<file path="src/rtl/tlc_codec_pkg.sv">
package tlc_codec_pkg;
  typedef logic [1:0] lvl_t;
  localparam lvl_t LVL0 = 2'b00;
  localparam lvl_t LVL1 = 2'b01;
  localparam lvl_t LVL2 = 2'b10;
  localparam lvl_t LVLX = 2'b11;
  localparam int unsigned GRP_W = 3;
  localparam int unsigned LVL_W = 2;
endpackage

</file>
<file path="src/rtl/tlc_group_enc.sv">
module tlc_group_enc
  import tlc_codec_pkg::*;
(
  input  logic [GRP_W-1:0] bits_i,
  output lvl_t             lo_o,
  output lvl_t             hi_o
);
  always_comb begin
    unique case (bits_i)
      3'b000:  begin hi_o = LVL0; lo_o = LVL0; end
      3'b001:  begin hi_o = LVL0; lo_o = LVL1; end
      3'b011:  begin hi_o = LVL0; lo_o = LVL2; end
      3'b010:  begin hi_o = LVL1; lo_o = LVL2; end
      3'b110:  begin hi_o = LVL2; lo_o = LVL2; end
      3'b111:  begin hi_o = LVL2; lo_o = LVL1; end
      3'b101:  begin hi_o = LVL2; lo_o = LVL0; end
      default: begin hi_o = LVL1; lo_o = LVL0; end // 3'b100
    endcase
  end
endmodule

</file>
<file path="src/rtl/tlc_group_dec.sv">
module tlc_group_dec
  import tlc_codec_pkg::*;
(
  input  lvl_t             lo_i,
  input  lvl_t             hi_i,
  output logic [GRP_W-1:0] bits_o,
  output logic             bad_o
);
  lvl_t lo_n, hi_n;
  logic code_bad;

  // unused sense code folds onto the top level
  assign lo_n     = (lo_i == LVLX) ? LVL2 : lo_i;
  assign hi_n     = (hi_i == LVLX) ? LVL2 : hi_i;
  assign code_bad = (lo_i == LVLX) || (hi_i == LVLX);

  always_comb begin
    bad_o = code_bad;
    unique case ({hi_n, lo_n})
      {LVL0, LVL0}: bits_o = 3'b000;
      {LVL0, LVL1}: bits_o = 3'b001;
      {LVL0, LVL2}: bits_o = 3'b011;
      {LVL1, LVL2}: bits_o = 3'b010;
      {LVL2, LVL2}: bits_o = 3'b110;
      {LVL2, LVL1}: bits_o = 3'b111;
      {LVL2, LVL0}: bits_o = 3'b101;
      {LVL1, LVL0}: bits_o = 3'b100;
      default: begin
        bits_o = 3'b100; // unused pair (1,1)
        bad_o  = 1'b1;
      end
    endcase
  end
endmodule

</file>
<file path="src/rtl/tlc_out_stage.sv">
module tlc_out_stage #(
  parameter int unsigned W   = 8,
  parameter bit          REG = 1'b1
) (
  input  logic         clk_i,
  input  logic         rst_ni,
  input  logic         in_valid_i,
  output logic         in_ready_o,
  input  logic [W-1:0] in_data_i,
  output logic         out_valid_o,
  input  logic         out_ready_i,
  output logic [W-1:0] out_data_o
);
  if (REG) begin : g_reg
    logic         v_q;
    logic [W-1:0] d_q;
    assign in_ready_o  = !v_q || out_ready_i;
    assign out_valid_o = v_q;
    assign out_data_o  = d_q;
    always_ff @(posedge clk_i or negedge rst_ni) begin
      if (!rst_ni) begin
        v_q <= 1'b0;
        d_q <= '0;
      end else if (in_ready_o) begin
        v_q <= in_valid_i;
        if (in_valid_i) d_q <= in_data_i;
      end
    end
  end else begin : g_comb
    assign in_ready_o  = out_ready_i;
    assign out_valid_o = in_valid_i;
    assign out_data_o  = in_data_i;
  end
endmodule

</file>
<file path="src/rtl/tlc_codec.sv">
module tlc_codec
  import tlc_codec_pkg::*;
#(
  parameter int unsigned WORD_W  = 72,
  parameter bit          REG_OUT = 1'b1,
  localparam int unsigned N_GRP  = WORD_W / GRP_W,
  localparam int unsigned N_CELL = 2 * N_GRP,
  localparam int unsigned LV_W   = N_CELL * LVL_W
) (
  input  logic              clk_i,
  input  logic              rst_ni,
  input  logic              wr_valid_i,
  output logic              wr_ready_o,
  input  logic [WORD_W-1:0] wr_data_i,
  output logic              cell_valid_o,
  input  logic              cell_ready_i,
  output logic [LV_W-1:0]   cell_lvl_o,
  input  logic              rd_valid_i,
  output logic              rd_ready_o,
  input  logic [LV_W-1:0]   rd_lvl_i,
  output logic              word_valid_o,
  input  logic              word_ready_i,
  output logic [WORD_W-1:0] word_data_o,
  output logic              word_bad_o
);
  logic [LV_W-1:0]   enc_lvl;
  logic [WORD_W-1:0] dec_word;
  logic [N_GRP-1:0]  dec_bad;

  for (genvar k = 0; k < N_GRP; k++) begin : g_grp
    tlc_group_enc u_enc (
      .bits_i (wr_data_i[GRP_W*k +: GRP_W]),
      .lo_o   (enc_lvl[LVL_W*(2*k)   +: LVL_W]),
      .hi_o   (enc_lvl[LVL_W*(2*k+1) +: LVL_W])
    );
    tlc_group_dec u_dec (
      .lo_i   (rd_lvl_i[LVL_W*(2*k)   +: LVL_W]),
      .hi_i   (rd_lvl_i[LVL_W*(2*k+1) +: LVL_W]),
      .bits_o (dec_word[GRP_W*k +: GRP_W]),
      .bad_o  (dec_bad[k])
    );
  end

  tlc_out_stage #(.W(LV_W), .REG(REG_OUT)) u_wr_stage (
    .clk_i       (clk_i),
    .rst_ni      (rst_ni),
    .in_valid_i  (wr_valid_i),
    .in_ready_o  (wr_ready_o),
    .in_data_i   (enc_lvl),
    .out_valid_o (cell_valid_o),
    .out_ready_i (cell_ready_i),
    .out_data_o  (cell_lvl_o)
  );

  tlc_out_stage #(.W(WORD_W + 1), .REG(REG_OUT)) u_rd_stage (
    .clk_i       (clk_i),
    .rst_ni      (rst_ni),
    .in_valid_i  (rd_valid_i),
    .in_ready_o  (rd_ready_o),
    .in_data_i   ({|dec_bad, dec_word}),
    .out_valid_o (word_valid_o),
    .out_ready_i (word_ready_i),
    .out_data_o  ({word_bad_o, word_data_o})
  );
endmodule

</file>
<file path="config.mk">
export PLATFORM = sky130hd
export DESIGN_NAME = tlc_codec
export DESIGN_NICKNAME = d
export VERILOG_FILES = /design/src/rtl/tlc_codec_pkg.sv /design/src/rtl/tlc_group_enc.sv /design/src/rtl/tlc_group_dec.sv /design/src/rtl/tlc_out_stage.sv /design/src/rtl/tlc_codec.sv
export SDC_FILE = /design/constraint.sdc
export NUM_CORES = 1
export LEC_CHECK = 0
export ABC_AREA = 1
export BUFFER_PORTS_ARGS = -buffer_cell sky130_fd_sc_hd__buf_2
export CORE_AREA = 2 2 136 138
export DETAILED_ROUTE_END_ITERATION = 8
export DIE_AREA = 0 0 138 140
export GPL_TIMING_DRIVEN = 0
export HOLD_SLACK_MARGIN = 0.12
export MAX_ROUTING_LAYER = met4
export PLACE_DENSITY_LB_ADDON = 0.15
export SKIP_LAST_GASP = 1
export SLEW_MARGIN = 20
export SYNTH_ARGS = -nofsm -noshare
export SYNTH_HDL_FRONTEND = slang
export SYNTH_SLANG_ARGS = --single-unit
</file>
<file path="constraint.sdc">
create_clock -name clk_i -period 1.42 [get_ports clk_i]
set_input_delay 0 -clock clk_i [delete_from_list [all_inputs] [get_ports clk_i]]
set_output_delay 0 -clock clk_i [all_outputs]
set_load 0.01 [all_outputs]
</file>
==> impl_table.tex, run 1 <==
\begin{tabular}{lr}
\hline
Metric & Value \\
\hline
\multicolumn{2}{l}{\textbf{Logic synthesis}} \\
\quad Mean Syn Cell Area & 8.125 um2 \\
\quad Number of register bits inferred by synthesis & 171 \\
\quad Cell taking the most area after synthesis & sky130\_fd\_sc\_hd\_\_dfrtp\_1 \\
\quad Count of mapped cells out of synthesis & 984 \\
\quad Most area-consuming cells after synthesis & sky130\_fd\_sc\_hd\_\_dfrtp\_1 (54\%), sky130\_fd\_sc\_hd\_\_o21ai\_0 (10\%), sky130\_fd\_sc\_hd\_\_nand2\_1 (9.2\%) \\
\quad Post-synth top area share & 53.52\% \\
\quad Count of unique library cells instantiated by Yosys & 26 \\
\quad Seq/Total Area, Yosys & 53.52\% \\
\quad Post-synthesis cell area & 7995 um2 \\
\quad Number of nets in the synthesized netlist & 1,158 \\
\quad Total of warnings raised by yosys & 0 \\
\multicolumn{2}{l}{\textbf{Global routing}} \\
\quad GRT Overall Usage & 33.06\% \\
\quad Met3 demand-to-capacity share in global routing & 6.256\% \\
\quad Largest net degree at the start of global routing & 77 \\
\quad Met1 usage & 36.85\% \\
\quad Global route overflow & 0 \\
\quad Antenna violations before repair & 0 \\
\quad GRT busiest layer & met2 \\
\quad Number of global-route vias before repair & 9,958 \\
\quad Wire length of the first global-routing pass & 50,080 um \\
\quad Met2 Use GR & 56.88\% \\
\multicolumn{2}{l}{\textbf{Critical path}} \\
\quad Worst path slowest cell & sky130\_fd\_sc\_hd\_\_dlygate4sd3\_1 \\
\quad Max stage delay on crit path & 550 ps \\
\quad CP startpoint kind & primary input \\
\quad Cell-by-cell trace of the critical path & dlygate4sd3\_1 > buf\_2 > nor3\_1 > a21oi\_1 > dlygate4sd3\_1 > o21ai\_0 \\
\quad Cell seen most often among critical-path stages & sky130\_fd\_sc\_hd\_\_dlygate4sd3\_1 \\
\quad Req. time, crit path & 1760 ps \\
\quad Kind of cell adding the most delay to the critical path & buffers and inverters \\
\quad Worst setup path category & primary input to flop \\
\quad Critical path endpoint category & flop \\
\quad Number of buffer and inverter stages on the critical path & 3 \\
\quad Peak fanout along the critical path & 5 \\
\quad Worst endpoint data arrival time & 1700 ps \\
\multicolumn{2}{l}{\textbf{Finish}} \\
\quad Fin area & 13,280 um2 \\
\quad Share of the core filled with cells & 74.69\% \\
\quad Post-layout net count & 1,786 \\
\quad Fillers & 1,279 \\
\quad Synth-to-Final Area Change & 66.10\% \\
\quad Share of post-route cells with drive strength above 1 & 25.54\% \\
\multicolumn{2}{l}{\textbf{Detailed routing}} \\
\quad ANT nets after route & 0 \\
\quad Number of DRC violations after detailed-routing iteration 0 & 455 \\
\quad Avg WL per Cell & 16.75 um \\
\quad Number of remaining DRC errors & 0 \\
\quad Via density per instance & 5.190 \\
\quad Aggregate routed wire length & 31,060 um \\
\quad Vias after detailed routing & 9,628 \\
\quad Number of detailed-route iterations in the first pass & 5 \\
\multicolumn{2}{l}{\textbf{CTS}} \\
\quad Hold-fix buffers at CTS & 262 \\
\quad Source-to-sink clock delay at the later pin of the worst-skew pair & 430 ps \\
\quad TritonCTS clock tree & built \\
\quad Clock transition at path regs & 80 ps \\
\quad TritonCTS buffer count & 17 \\
\quad CTS Root Buffer Type & sky130\_fd\_sc\_hd\_\_clkbuf\_16 \\
\quad Maximum count of clock buffers along a single path & 2 \\
\quad Count of H-tree levels built during CTS & 4 \\
\quad Post-CTS repair timing setup buffer count & 0 \\
\quad Clock net sink count & 171 \\
\multicolumn{2}{l}{\textbf{STA}} \\
\quad Slew Limit Fails & 0 \\
\quad Post-route clock skew & 9.398 ps \\
\quad Transition time at the pin with the least slew margin & 466.8 ps \\
\quad RSZ-0062 raised after global routing & true \\
\quad Final hold viol count & 0 \\
\quad Maximum achievable frequency & 738.3 MHz \\
\quad Setup violations, final & 0 \\
\quad Final period util & 95.39\% \\
\quad Final critical-path required period & 1355 ps \\
\quad Remaining max-slew budget at the tightest pin & 68.88\% \\
\multicolumn{2}{l}{\textbf{Die}} \\
\quad Rows & 49 \\
\quad Area of the die & 19,320 um2 \\
\quad Core ar. & 17,780 um2 \\
\quad Die Y & 140 um \\
\quad Total I/O pin count & 347 \\
\quad Width of the die & 138 um \\
\quad Starting density of the core & 44.97\% \\
\multicolumn{2}{l}{\textbf{Job}} \\
\quad Max-cap violations & 0 \\
\multicolumn{2}{l}{\textbf{Power}} \\
\quad IR Drop Worst-Case VDD & 870.9 uV \\
\quad Leakage power & 6.831 nW \\
\quad Power density relative to cell area & 1076 nW/um2 \\
\multicolumn{2}{l}{\textbf{Outcome}} \\
\quad Result of the run & finished, final reports clean \\
\multicolumn{2}{l}{\textbf{Placed design}} \\
\quad Global placement routability congestion & 0.8754 \\
\quad DP Wirelength & 20,190 um \\
\quad Port buffer count & 346 \\
\quad Instance area after placement & 10,080 um2 \\
\multicolumn{2}{l}{\textbf{Worst hold path}} \\
\quad Tightest Hold Check Type & primary input to asynchronous set/reset pin \\
\hline
\end{tabular}
[Yosys cell counts]
cell                       instances
sky130_fd_sc_hd__nand2_4           3
sky130_fd_sc_hd__dfrtp_1         171
sky130_fd_sc_hd__nand2_1         195
sky130_fd_sc_hd__clkbuf_2          1
sky130_fd_sc_hd__a21oi_1          92
sky130_fd_sc_hd__a22o_1           21
sky130_fd_sc_hd__inv_1           100
sky130_fd_sc_hd__nand2_2           1
sky130_fd_sc_hd__o21ai_1           4
sky130_fd_sc_hd__nor2_1          135
sky130_fd_sc_hd__and2_1            2
sky130_fd_sc_hd__nand4_1           3
sky130_fd_sc_hd__o21a_1            5
sky130_fd_sc_hd__buf_2            18
sky130_fd_sc_hd__buf_4             1
sky130_fd_sc_hd__a21boi_0          2
sky130_fd_sc_hd__a31oi_1           6
sky130_fd_sc_hd__o21ai_0         164
sky130_fd_sc_hd__nor3_1           16
sky130_fd_sc_hd__o31ai_1           3
sky130_fd_sc_hd__xor2_1            2
sky130_fd_sc_hd__buf_6             5
sky130_fd_sc_hd__o211ai_1          7
sky130_fd_sc_hd__inv_2             2
sky130_fd_sc_hd__clkbuf_1          7
sky130_fd_sc_hd__nand3_1          18
[stage by stage]
step | setup slack (ps) | hold slack [ps] | std cells | power [W] | TNS [ps]
final | 65.47 | 32.72 | 1855 | 0.01429 | 0
after global placement | -2497 | 206.4 | 1559 | 0.009045 | -423800
after floorplan | 191.6 | -295.6 | 984 | 0.007464 | 0
after CTS | 7.626 | 38.08 | 1855 | 0.01425 | 0
after global routing | -26.97 | 65.62 | 1854 | 0.01499 | -26.97
after detailed placement | 101.3 | -98.95 | 1561 | 0.009137 | 0
[logic make-up after synthesis]
logic type / count (synthesis) / share of synthesized area (%)
buffers and inverters: 134 / 7.105
AO/OA/AOI/OAI: 304 / 20.64
AND/OR/NAND/NOR: 373 / 18.51
XOR/XNOR: 2 / 0.2191
flip-flops: 171 / 53.52
[final cells by class]
class / instances / area, um2 / area share, %
clock buffers: 19 / 442.9 / 3.335
inverters: 102 / 382.9 / 2.883
diodes: 1 / 2.502 / 0.01884
clock inverters: 13 / 117.6 / 0.8856
repair buffers: 609 / 4414 / 33.24
plain buffers: 32 / 196.4 / 1.479
multi-input cells: 679 / 3158 / 23.78
well taps: 229 / 286.5 / 2.158
flip-flops and latches: 171 / 4279 / 32.22
[worst reg2reg max path: stages, from the launching register on]
cell and delay, ps:
sky130_fd_sc_hd__dfrtp_1 400, sky130_fd_sc_hd__nand2_4 100, sky130_fd_sc_hd__nand2_4 60, sky130_fd_sc_hd__buf_6 140, sky130_fd_sc_hd__inv_2 200, sky130_fd_sc_hd__buf_6 200
sky130_fd_sc_hd__a31oi_1 100
[per-layer routing]
metal	up-vias	routed length (um)
met1	4538	11760
li1	4503	-
met3	108	2202
met5	-	0
met2	479	15710
met4	0	1393
[where the power goes]
group          switching (W)  internal [W]  total [W]  leakage, nW
Sequential          0.000398       0.00558    0.00598         2.08
Clock                0.00203       0.00247    0.00449        0.262
Combinational        0.00207       0.00175    0.00382         4.49
[cell usage in the layout, fill, tap and decap left out, types with 3 or more instances in the layout]
master                            n
sky130_fd_sc_hd__nand2_1        195
sky130_fd_sc_hd__buf_2          359
sky130_fd_sc_hd__nand2_4          3
sky130_fd_sc_hd__clkbuf_2         4
sky130_fd_sc_hd__clkinvlp_4       5
sky130_fd_sc_hd__a31oi_1          6
sky130_fd_sc_hd__nand3_1         18
sky130_fd_sc_hd__o31ai_1          3
sky130_fd_sc_hd__a22o_1          21
sky130_fd_sc_hd__inv_1          100
sky130_fd_sc_hd__buf_6            5
sky130_fd_sc_hd__nor3_1          15
sky130_fd_sc_hd__dlygate4sd3_1  262
sky130_fd_sc_hd__a21oi_1         92
sky130_fd_sc_hd__clkbuf_16       17
sky130_fd_sc_hd__o21a_1           5
sky130_fd_sc_hd__o21ai_0        158
sky130_fd_sc_hd__nor2_1         133
sky130_fd_sc_hd__o211ai_1         7
sky130_fd_sc_hd__nand4_1          3
sky130_fd_sc_hd__o21ai_1         10
sky130_fd_sc_hd__clkinv_2         3
sky130_fd_sc_hd__dfrtp_1        171
sky130_fd_sc_hd__clkbuf_1         4
sky130_fd_sc_hd__clkbuf_4         3
[flip-flops by register name (all words and copies together) (netlist names)]
signal                  cells
u_rd_stage.out_data_o      73
u_rd_stage.out_valid_o      1
u_wr_stage.out_data_o      96
u_wr_stage.out_valid_o      1
[path summary, 6_finish.rpt]
| check | to | start | slack, ps | cells after the start |
|---|---|---|---|---|
| worst max register to register | u_rd_stage.out_data_o[0] | u_rd_stage.out_valid_o | 80 | 6 |
| worst max-delay path | u_rd_stage.out_data_o[57] | rd_lvl_i[79] | 70 | 6 |
| worst min register to register | u_wr_stage.out_data_o[12] | u_wr_stage.out_data_o[12] | 480 | 2 |
| min in group clk_i | u_rd_stage.out_data_o[72] | rd_lvl_i[16] | 150 | 7 |
| max in group asynchronous | u_wr_stage.out_data_o[23] | rst_ni | 350 | 4 |
| worst min-delay path | u_rd_stage.out_data_o[48] | rst_ni | 30 | 2 |
[timing repair]
| item | 4_1_cts | 5_1_grt |
|---|---|---|
| hold endpoints to repair | 266 | 39 |
| resized for setup | 0 | 19 |
| endpoints found under the setup margin | 0 | 29 |
Power figures use the tool's default switching activity.
==> inputs of run 2 (changes only) <==
--- a/config.mk
+++ b/config.mk
@@ -13,7 +13,7 @@
 export GPL_TIMING_DRIVEN = 0
 export HOLD_SLACK_MARGIN = 0.12
 export MAX_ROUTING_LAYER = met4
-export PLACE_DENSITY_LB_ADDON = 0.15
+export PLACE_DENSITY_LB_ADDON = 0.2
 export SKIP_LAST_GASP = 1
 export SLEW_MARGIN = 20
 export SYNTH_ARGS = -nofsm -noshare
==> run 2 against run 1 <==
Compared with the run above: final area increased by 0.51%; final cell count is the same; maximum frequency decreased by 1.8%; largest cell class unchanged; combinational power rose by 1%.
==> impl_table.tex, run 2 (synthesized netlist as in run 1, its figures left out) <==
\begin{tabular}{lr}
\hline
Metric & Value \\
\hline
\multicolumn{2}{l}{\textbf{Finish}} \\
\quad Fillers & 1,208 (was 1,279) \\
\quad Sequential cell area & 4279 um2 (unchanged) \\
\quad Final antenna diode count & 0 (was 1) \\
\quad Multi-input gate area & 3183 um2 (was 3158 um2) \\
\quad Highest-count cells in the layout ignoring fill and taps & sky130\_fd\_sc\_hd\_\_buf\_2 (360), sky130\_fd\_sc\_hd\_\_dlygate4sd3\_1 (262), sky130\_fd\_sc\_hd\_\_nand2\_1 (195), sky130\_fd\_sc\_hd\_\_dfrtp\_1 (171), sky130\_fd\_sc\_hd\_\_o21ai\_0 (158) (was sky130\_fd\_sc\_hd\_\_buf\_2 (359), sky130\_fd\_sc\_hd\_\_dlygate4sd3\_1 (262), sky130\_fd\_sc\_hd\_\_nand2\_1 (195), sky130\_fd\_sc\_hd\_\_dfrtp\_1 (171), sky130\_fd\_sc\_hd\_\_o21ai\_0 (158)) \\
\quad Post-layout net count & 1,788 (was 1,786) \\
\quad Share of post-route cells with drive strength above 1 & 25.77\% (was 25.54\%) \\
\quad Most frequent standard cell in the layout excluding fill and tap cells & sky130\_fd\_sc\_hd\_\_buf\_2 (unchanged) \\
\quad Synth-to-Final Area Change & 66.95\% (was 66.10\%) \\
\quad Max reg flops & 96 (unchanged) \\
\multicolumn{2}{l}{\textbf{STA}} \\
\quad Remaining max-slew budget at the tightest pin & 59.01\% (was 68.88\%) \\
\quad Post-route clock skew & 11.62 ps (was 9.398 ps) \\
\quad Final period util & 97.12\% (was 95.39\%) \\
\quad Slew Limit Fails & 0 (unchanged) \\
\quad Transition time at the pin with the least slew margin & 614.8 ps (was 466.8 ps) \\
\quad Final hold viol count & 0 (unchanged) \\
\quad Setup violations, final & 0 (unchanged) \\
\quad Final critical-path required period & 1379 ps (was 1355 ps) \\
\quad Maximum achievable frequency & 725.1 MHz (was 738.3 MHz) \\
\quad Final hold slack & 122.7 ps (was 32.72 ps) \\
\multicolumn{2}{l}{\textbf{Global routing}} \\
\quad Wire length of the first global-routing pass & 50,880 um (was 50,080 um) \\
\quad GRT Overall Usage & 33.84\% (was 33.06\%) \\
\quad Antenna violations before repair & 0 (unchanged) \\
\quad Global route overflow & 0 (unchanged) \\
\quad Largest net degree at the start of global routing & 97 (was 77) \\
\quad Number of global-route vias before repair & 10,000 (was 9,958) \\
\multicolumn{2}{l}{\textbf{CTS}} \\
\quad TritonCTS buffer count & 17 (unchanged) \\
\quad CTS Root Buffer Type & sky130\_fd\_sc\_hd\_\_clkbuf\_16 (unchanged) \\
\quad Clock net sink count & 171 (unchanged) \\
\quad Source-to-sink clock delay at the later pin of the worst-skew pair & 430 ps (about the same) \\
\quad TritonCTS clock tree & built (unchanged) \\
\quad Count of H-tree levels built during CTS & 4 (unchanged) \\
\quad Maximum count of clock buffers along a single path & 2 (unchanged) \\
\quad Clock transition at path regs & 60 ps (was 80 ps) \\
\multicolumn{2}{l}{\textbf{Outcome}} \\
\quad Result of the run & finished, final reports clean (unchanged) \\
\multicolumn{2}{l}{\textbf{Placed design}} \\
\quad DP Wirelength & 20,210 um (was 20,190 um) \\
\quad Port buffer count & 346 (unchanged) \\
\quad Global placement routability congestion & 0.8753 (was 0.8754) \\
\multicolumn{2}{l}{\textbf{Die}} \\
\quad Die Y & 140 um (unchanged) \\
\quad Total I/O pin count & 347 (unchanged) \\
\quad Core ar. & 17,780 um2 (unchanged) \\
\quad Area of the die & 19,320 um2 (unchanged) \\
\quad Rows & 49 (unchanged) \\
\quad Width of the die & 138 um (unchanged) \\
\quad Starting density of the core & 44.97\% (unchanged) \\
\multicolumn{2}{l}{\textbf{Detailed routing}} \\
\quad Detailed route wirelength on metal3 & 2747 um (was 2202 um) \\
\quad Number of detailed-route iterations in the first pass & 6 (was 5) \\
\quad Number of DRC violations after detailed-routing iteration 0 & 657 (was 455) \\
\quad Via density per instance & 5.239 (was 5.190) \\
\quad Vias after detailed routing & 9,718 (was 9,628) \\
\quad Aggregate routed wire length & 31,950 um (was 31,060 um) \\
\quad Avg WL per Cell & 17.22 um (was 16.75 um) \\
\quad Detailed route wirelength on metal2 & 16,070 um (was 15,710 um) \\
\quad ANT nets after route & 0 (unchanged) \\
\quad Top routing layer used & met4 (unchanged) \\
\quad Wire length on met1 & 11,710 um (was 11,760 um) \\
\quad Number of remaining DRC errors & 0 (unchanged) \\
\multicolumn{2}{l}{\textbf{Critical path}} \\
\quad Setup slack on the worst flop-to-flop path & 70 ps (was 80 ps) \\
\quad Critical path endpoint category & flop (unchanged) \\
\quad Worst setup path category & primary input to flop (unchanged) \\
\quad Peak fanout along the critical path & 3 (was 5) \\
\quad FF-to-FF path depth & 6 (unchanged) \\
\quad Req. time, crit path & 1780 ps (was 1760 ps) \\
\quad Worst endpoint data arrival time & 1740 ps (was 1700 ps) \\
\quad CP startpoint kind & primary input (unchanged) \\
\multicolumn{2}{l}{\textbf{Worst hold path}} \\
\quad Worst hold path cell count & 7 \\
\quad Tightest Hold Check Type & primary input to flop (was primary input to asynchronous set/reset pin) \\
\multicolumn{2}{l}{\textbf{Power}} \\
\quad Power density relative to cell area & 1104 nW/um2 (was 1076 nW/um2) \\
\quad Pwr Total & 0.01473 W (was 0.01429 W) \\
\quad IR Drop Worst-Case VDD & 856.2 uV (was 870.9 uV) \\
\quad Leakage power & 6.859 nW (was 6.831 nW) \\
\multicolumn{2}{l}{\textbf{Job}} \\
\quad Max-cap violations & 0 (unchanged) \\
\hline
\end{tabular}
==> run 2: changes by cell type in the layout (fill, tap and decap cells not counted), moves of 2 or more <==
cell                        delta
sky130_fd_sc_hd__clkinv_2      -3
sky130_fd_sc_hd__buf_4         +2
sky130_fd_sc_hd__bufinv_16     +2
sky130_fd_sc_hd__clkbuf_8      +2
sky130_fd_sc_hd__nor3_1        -2
==> run 2: final timing paths <==
path,startpoint,endpoint
worst max-delay path,wr_data_i[18],u_wr_stage.out_data_o[24]
worst min-delay path,rd_lvl_i[16],u_rd_stage.out_data_o[72]
worst max register to register,u_rd_stage.out_valid_o,u_rd_stage.out_data_o[39]
worst min register to register,u_wr_stage.out_data_o[93],u_wr_stage.out_data_o[93]
max in group asynchronous,rst_ni,u_wr_stage.out_data_o[89]
min in group asynchronous,rst_ni,u_rd_stage.out_data_o[71]
==> run 2: critical path: stages <==
cell and delay, ps:
sky130_fd_sc_hd__dlygate4sd3_1 520, sky130_fd_sc_hd__buf_2 110, sky130_fd_sc_hd__inv_1 60, sky130_fd_sc_hd__o21ai_0 260
sky130_fd_sc_hd__dlygate4sd3_1 640, sky130_fd_sc_hd__nand3_1 90, sky130_fd_sc_hd__nand2_1 70
==> run 2: repair_timing <==
action | in CTS | in global routing
setup buffers | 0 | 2
setup endpoints to repair | 0 | 40
hold buffers | 264 | 0
resized for setup | 0 | 25
endpoints found under the hold margin | 293 | 0
==> run 2: final cells by class <==
class | instances | share of cell area (%)
well taps | 229 | 2.147
clock buffers | 22 | 3.553
multi-input cells | 679 | 23.85
repair buffers | 611 | 33.01
clock inverters | 9 | 1.031
flip-flops and latches | 171 | 32.06
inverters | 102 | 2.868
plain buffers | 32 | 1.481
==> run 2: power by group <==
part | leakage, nW | internal, W | switching (W) | total [W]
Sequential | 2.08 | 0.00558 | 0.000387 | 0.00597
Clock | 0.285 | 0.00291 | 0.00199 | 0.00490
Combinational | 4.50 | 0.00175 | 0.00212 | 0.00387
==> run 2: per-stage QoR <==
stage / setup TNS, ps / area (um2) / instances / worst slack (ps) / util, %
after floorplan: 0 / 7995 / 984 / 191.6 / -
after global placement: -418050 / 10010 / 1559 / -2455 / 56.32
after detailed placement: 0 / 10050 / 1560 / 33.06 / 56.53
after CTS: 0 / 13310 / 1855 / 13.49 / 74.83
after global routing: -5.548 / 13350 / 1855 / -3.030 / 75.07
final: 0 / 13350 / 1855 / 40.88 / 75.07
==> run 2: routing by layer <==
metal,GRT usage [%],vias up
li1,-,4513
met1,37.74,4539
met2,58.08,540
met3,7.761,126
met4,15.52,0
met5,-,-
==> inputs of run 3 (changes only) <==
--- a/config.mk
+++ b/config.mk
@@ -12,7 +12,6 @@
 export DIE_AREA = 0 0 138 140
 export GPL_TIMING_DRIVEN = 0
 export HOLD_SLACK_MARGIN = 0.12
-export MAX_ROUTING_LAYER = met4
 export PLACE_DENSITY_LB_ADDON = 0.2
 export SKIP_LAST_GASP = 1
 export SLEW_MARGIN = 20
==> constraint.sdc (replaced) <==
create_clock -name clk_i -period 1.55 [get_ports clk_i]
set_input_delay 0 -clock clk_i [delete_from_list [all_inputs] [get_ports clk_i]]
set_output_delay 0 -clock clk_i [all_outputs]
set_load 0.01 [all_outputs]
==> run 3 against run 2 <==
Compared with the run above: clock power down 8.4%; sequential power fell by 8.5%; sequential cell count unchanged; critical path type unchanged; critical endpoint is now u_rd_stage.out_data_o[60]; highest routed layer unchanged.
==> impl_table.tex, run 3 (synthesized netlist as in run 1, its figures left out) <==
\begin{tabular}{lr}
\hline
Metric & Value \\
\hline
\multicolumn{2}{l}{\textbf{Die}} \\
\quad Rows & 49 (unchanged) \\
\quad Area of the die & 19,320 um2 (unchanged) \\
\quad Starting density of the core & 44.97\% (unchanged) \\
\quad Total I/O pin count & 347 (unchanged) \\
\quad Die Y & 140 um (unchanged) \\
\quad Core ar. & 17,780 um2 (unchanged) \\
\quad Width of the die & 138 um (unchanged) \\
\multicolumn{2}{l}{\textbf{Critical path}} \\
\quad FF-to-FF path depth & 5 (was 6) \\
\quad Critical path endpoint category & flop (unchanged) \\
\quad Worst setup path category & primary input to flop (unchanged) \\
\quad Peak fanout along the critical path & 4 (was 3) \\
\quad CP startpoint kind & primary input (unchanged) \\
\quad Req. time, crit path & 1820 ps (was 1780 ps) \\
\quad Worst endpoint data arrival time & 1790 ps (was 1740 ps) \\
\multicolumn{2}{l}{\textbf{Job}} \\
\quad Max-cap violations & 0 (unchanged) \\
\multicolumn{2}{l}{\textbf{STA}} \\
\quad Sum Neg Setup Slack & 0 ps (unchanged) \\
\quad Final critical-path required period & 1516 ps \\
\quad Maximum achievable frequency & 659.4 MHz \\
\quad Remaining max-slew budget at the tightest pin & 59.34\% (was 59.01\%) \\
\quad Setup violations, final & 0 (unchanged) \\
\quad Final hold slack & 140.3 ps (was 122.7 ps) \\
\quad Slew Limit Fails & 0 (unchanged) \\
\quad Final period util & 97.84\% \\
\quad Transition time at the pin with the least slew margin & 609.9 ps (was 614.8 ps) \\
\quad RSZ-0062 raised after global routing & false \\
\quad Post-route clock skew & 13.24 ps (was 11.62 ps) \\
\quad Final hold viol count & 0 (unchanged) \\
\multicolumn{2}{l}{\textbf{Finish}} \\
\quad Synth-to-Final Area Change & 66.48\% (was 66.95\%) \\
\quad Sequential cell area & 4279 um2 (unchanged) \\
\quad Fillers & 1,212 (was 1,208) \\
\quad Max reg flops & 96 (unchanged) \\
\quad Share of post-route cells with drive strength above 1 & 25.03\% (was 25.77\%) \\
\quad Highest-count cells in the layout ignoring fill and taps & sky130\_fd\_sc\_hd\_\_buf\_2 (363), sky130\_fd\_sc\_hd\_\_dlygate4sd3\_1 (264), sky130\_fd\_sc\_hd\_\_nand2\_1 (195), sky130\_fd\_sc\_hd\_\_dfrtp\_1 (171), sky130\_fd\_sc\_hd\_\_o21ai\_0 (164) (was sky130\_fd\_sc\_hd\_\_buf\_2 (360), sky130\_fd\_sc\_hd\_\_dlygate4sd3\_1 (262), sky130\_fd\_sc\_hd\_\_nand2\_1 (195), sky130\_fd\_sc\_hd\_\_dfrtp\_1 (171), sky130\_fd\_sc\_hd\_\_o21ai\_0 (158)) \\
\quad Multi-input gate area & 3148 um2 (was 3183 um2) \\
\quad Post-layout net count & 1,788 (unchanged) \\
\quad Most frequent standard cell in the layout excluding fill and tap cells & sky130\_fd\_sc\_hd\_\_buf\_2 (unchanged) \\
\multicolumn{2}{l}{\textbf{Detailed routing}} \\
\quad Vias after detailed routing & 9,679 (was 9,718) \\
\quad ANT nets after route & 0 (unchanged) \\
\quad Number of detailed-route iterations in the first pass & 8 (was 6) \\
\quad Number of remaining DRC errors & 0 (unchanged) \\
\quad Avg WL per Cell & 16.91 um (was 17.22 um) \\
\quad Via density per instance & 5.212 (was 5.239) \\
\quad Number of DRC violations after detailed-routing iteration 0 & 630 (was 657) \\
\quad Aggregate routed wire length & 31,400 um (was 31,950 um) \\
\multicolumn{2}{l}{\textbf{CTS}} \\
\quad Maximum count of clock buffers along a single path & 2 (unchanged) \\
\quad Post-cts gate resize count & 0 (unchanged) \\
\quad Clock net sink count & 171 (unchanged) \\
\quad Clock transition at path regs & 70 ps (was 60 ps) \\
\quad TritonCTS clock tree & built (unchanged) \\
\quad Count of H-tree levels built during CTS & 4 (unchanged) \\
\quad CTS Root Buffer Type & sky130\_fd\_sc\_hd\_\_clkbuf\_16 (unchanged) \\
\quad TritonCTS buffer count & 17 (unchanged) \\
\quad Source-to-sink clock delay at the later pin of the worst-skew pair & 430 ps (about the same) \\
\multicolumn{2}{l}{\textbf{Placed design}} \\
\quad Global placement routability congestion & 0.8614 (was 0.8753) \\
\quad DP Wirelength & 20,210 um (unchanged) \\
\quad Port buffer count & 346 (unchanged) \\
\multicolumn{2}{l}{\textbf{Power}} \\
\quad IR Drop Worst-Case VDD & 774.2 uV (was 856.2 uV) \\
\quad Power density relative to cell area & 1011 nW/um2 (was 1104 nW/um2) \\
\quad Leakage power & 6.836 nW (was 6.859 nW) \\
\multicolumn{2}{l}{\textbf{Global routing}} \\
\quad Largest net degree at the start of global routing & 97 (unchanged) \\
\quad Antenna violations before repair & 2 (was 0) \\
\quad Wire length of the first global-routing pass & 50,380 um (was 50,880 um) \\
\quad Number of global-route vias before repair & 10,010 (was 10,000) \\
\quad GRT Overall Usage & 32.38\% (was 33.84\%) \\
\quad Global route overflow & 0 (unchanged) \\
\multicolumn{2}{l}{\textbf{Outcome}} \\
\quad Result of the run & finished, final reports clean (unchanged) \\
\multicolumn{2}{l}{\textbf{Worst hold path}} \\
\quad Tightest Hold Check Type & primary input to asynchronous set/reset pin (was primary input to flop) \\
\hline
\end{tabular}
==> run 3: area by class of cell <==
class,count,share of cell area (%)
diodes,2,0.03760
plain buffers,32,1.391
clock buffers,22,3.563
clock inverters,9,1.034
inverters,102,2.876
multi-input cells,679,23.65
flip-flops and latches,171,32.15
well taps,229,2.153
repair buffers,611,33.15
==> run 3: path summary, 6_finish.rpt <==
path / slack, ps / start / end
worst min-delay path: 140 / rst_ni / u_rd_stage.out_data_o[71]
worst min register to register: 480 / u_wr_stage.out_data_o[76] / u_wr_stage.out_data_o[76]
worst max register to register: 60 / u_rd_stage.out_valid_o / u_rd_stage.out_data_o[58]
max in group asynchronous: 530 / rst_ni / u_wr_stage.out_data_o[89]
min in group clk_i: 170 / rd_lvl_i[8] / u_rd_stage.out_data_o[72]
worst max-delay path: 30 / rd_lvl_i[81] / u_rd_stage.out_data_o[60]
==> run 3: metrics by stage <==
stage / worst slack, ps / utilization [%] / total power (W) / instances / area (um2)
finish: 33.50 / 74.86 / 0.01346 / 1857 / 13310
detailed placement: 163.1 / 56.53 / 0.008359 / 1560 / 10050
floorplan: 321.6 / - / 0.006838 / 984 / 7995
global route: 18.96 / 74.86 / 0.01409 / 1857 / 13310
CTS: 135.5 / 74.83 / 0.01339 / 1855 / 13310
global placement: -2325 / 56.32 / 0.008287 / 1559 / 10010
==> run 3: per-layer routing <==
| layer | vias up | wire length [um] | global-route usage [%] | share of wire (%) |
|---|---|---|---|---|
| met5 | - | 0 | 0 | 0 |
| met4 | 0 | 1448 | 15.79 | 4.6 |
| met3 | 125 | 2769 | 9.060 | 8.8 |
| met2 | 514 | 15670 | 56.90 | 50 |
| met1 | 4524 | 11520 | 36.39 | 37 |
| li1 | 4516 | - | - | - |
==> run 3: power breakdown <==
group	internal, W	switching (W)
Sequential	0.00511	0.000353
Clock	0.00267	0.00182
Combinational	0.00160	0.00191
==> run 3: critical path, stage by stage <==
cell and delay (ps):
sky130_fd_sc_hd__dlygate4sd3_1 570, sky130_fd_sc_hd__buf_2 160, sky130_fd_sc_hd__nor2_1 160, sky130_fd_sc_hd__nor3_1 70, sky130_fd_sc_hd__a21oi_1 150, sky130_fd_sc_hd__dlygate4sd3_1 570, sky130_fd_sc_hd__o21ai_0 100
==> run 3: timing repair <==
| action | 4_1_cts | 5_1_grt |
|---|---|---|
| setup buffers | 0 | 0 |
| hold buffers | 264 | 0 |
| endpoints found under the hold margin | 293 | 0 |
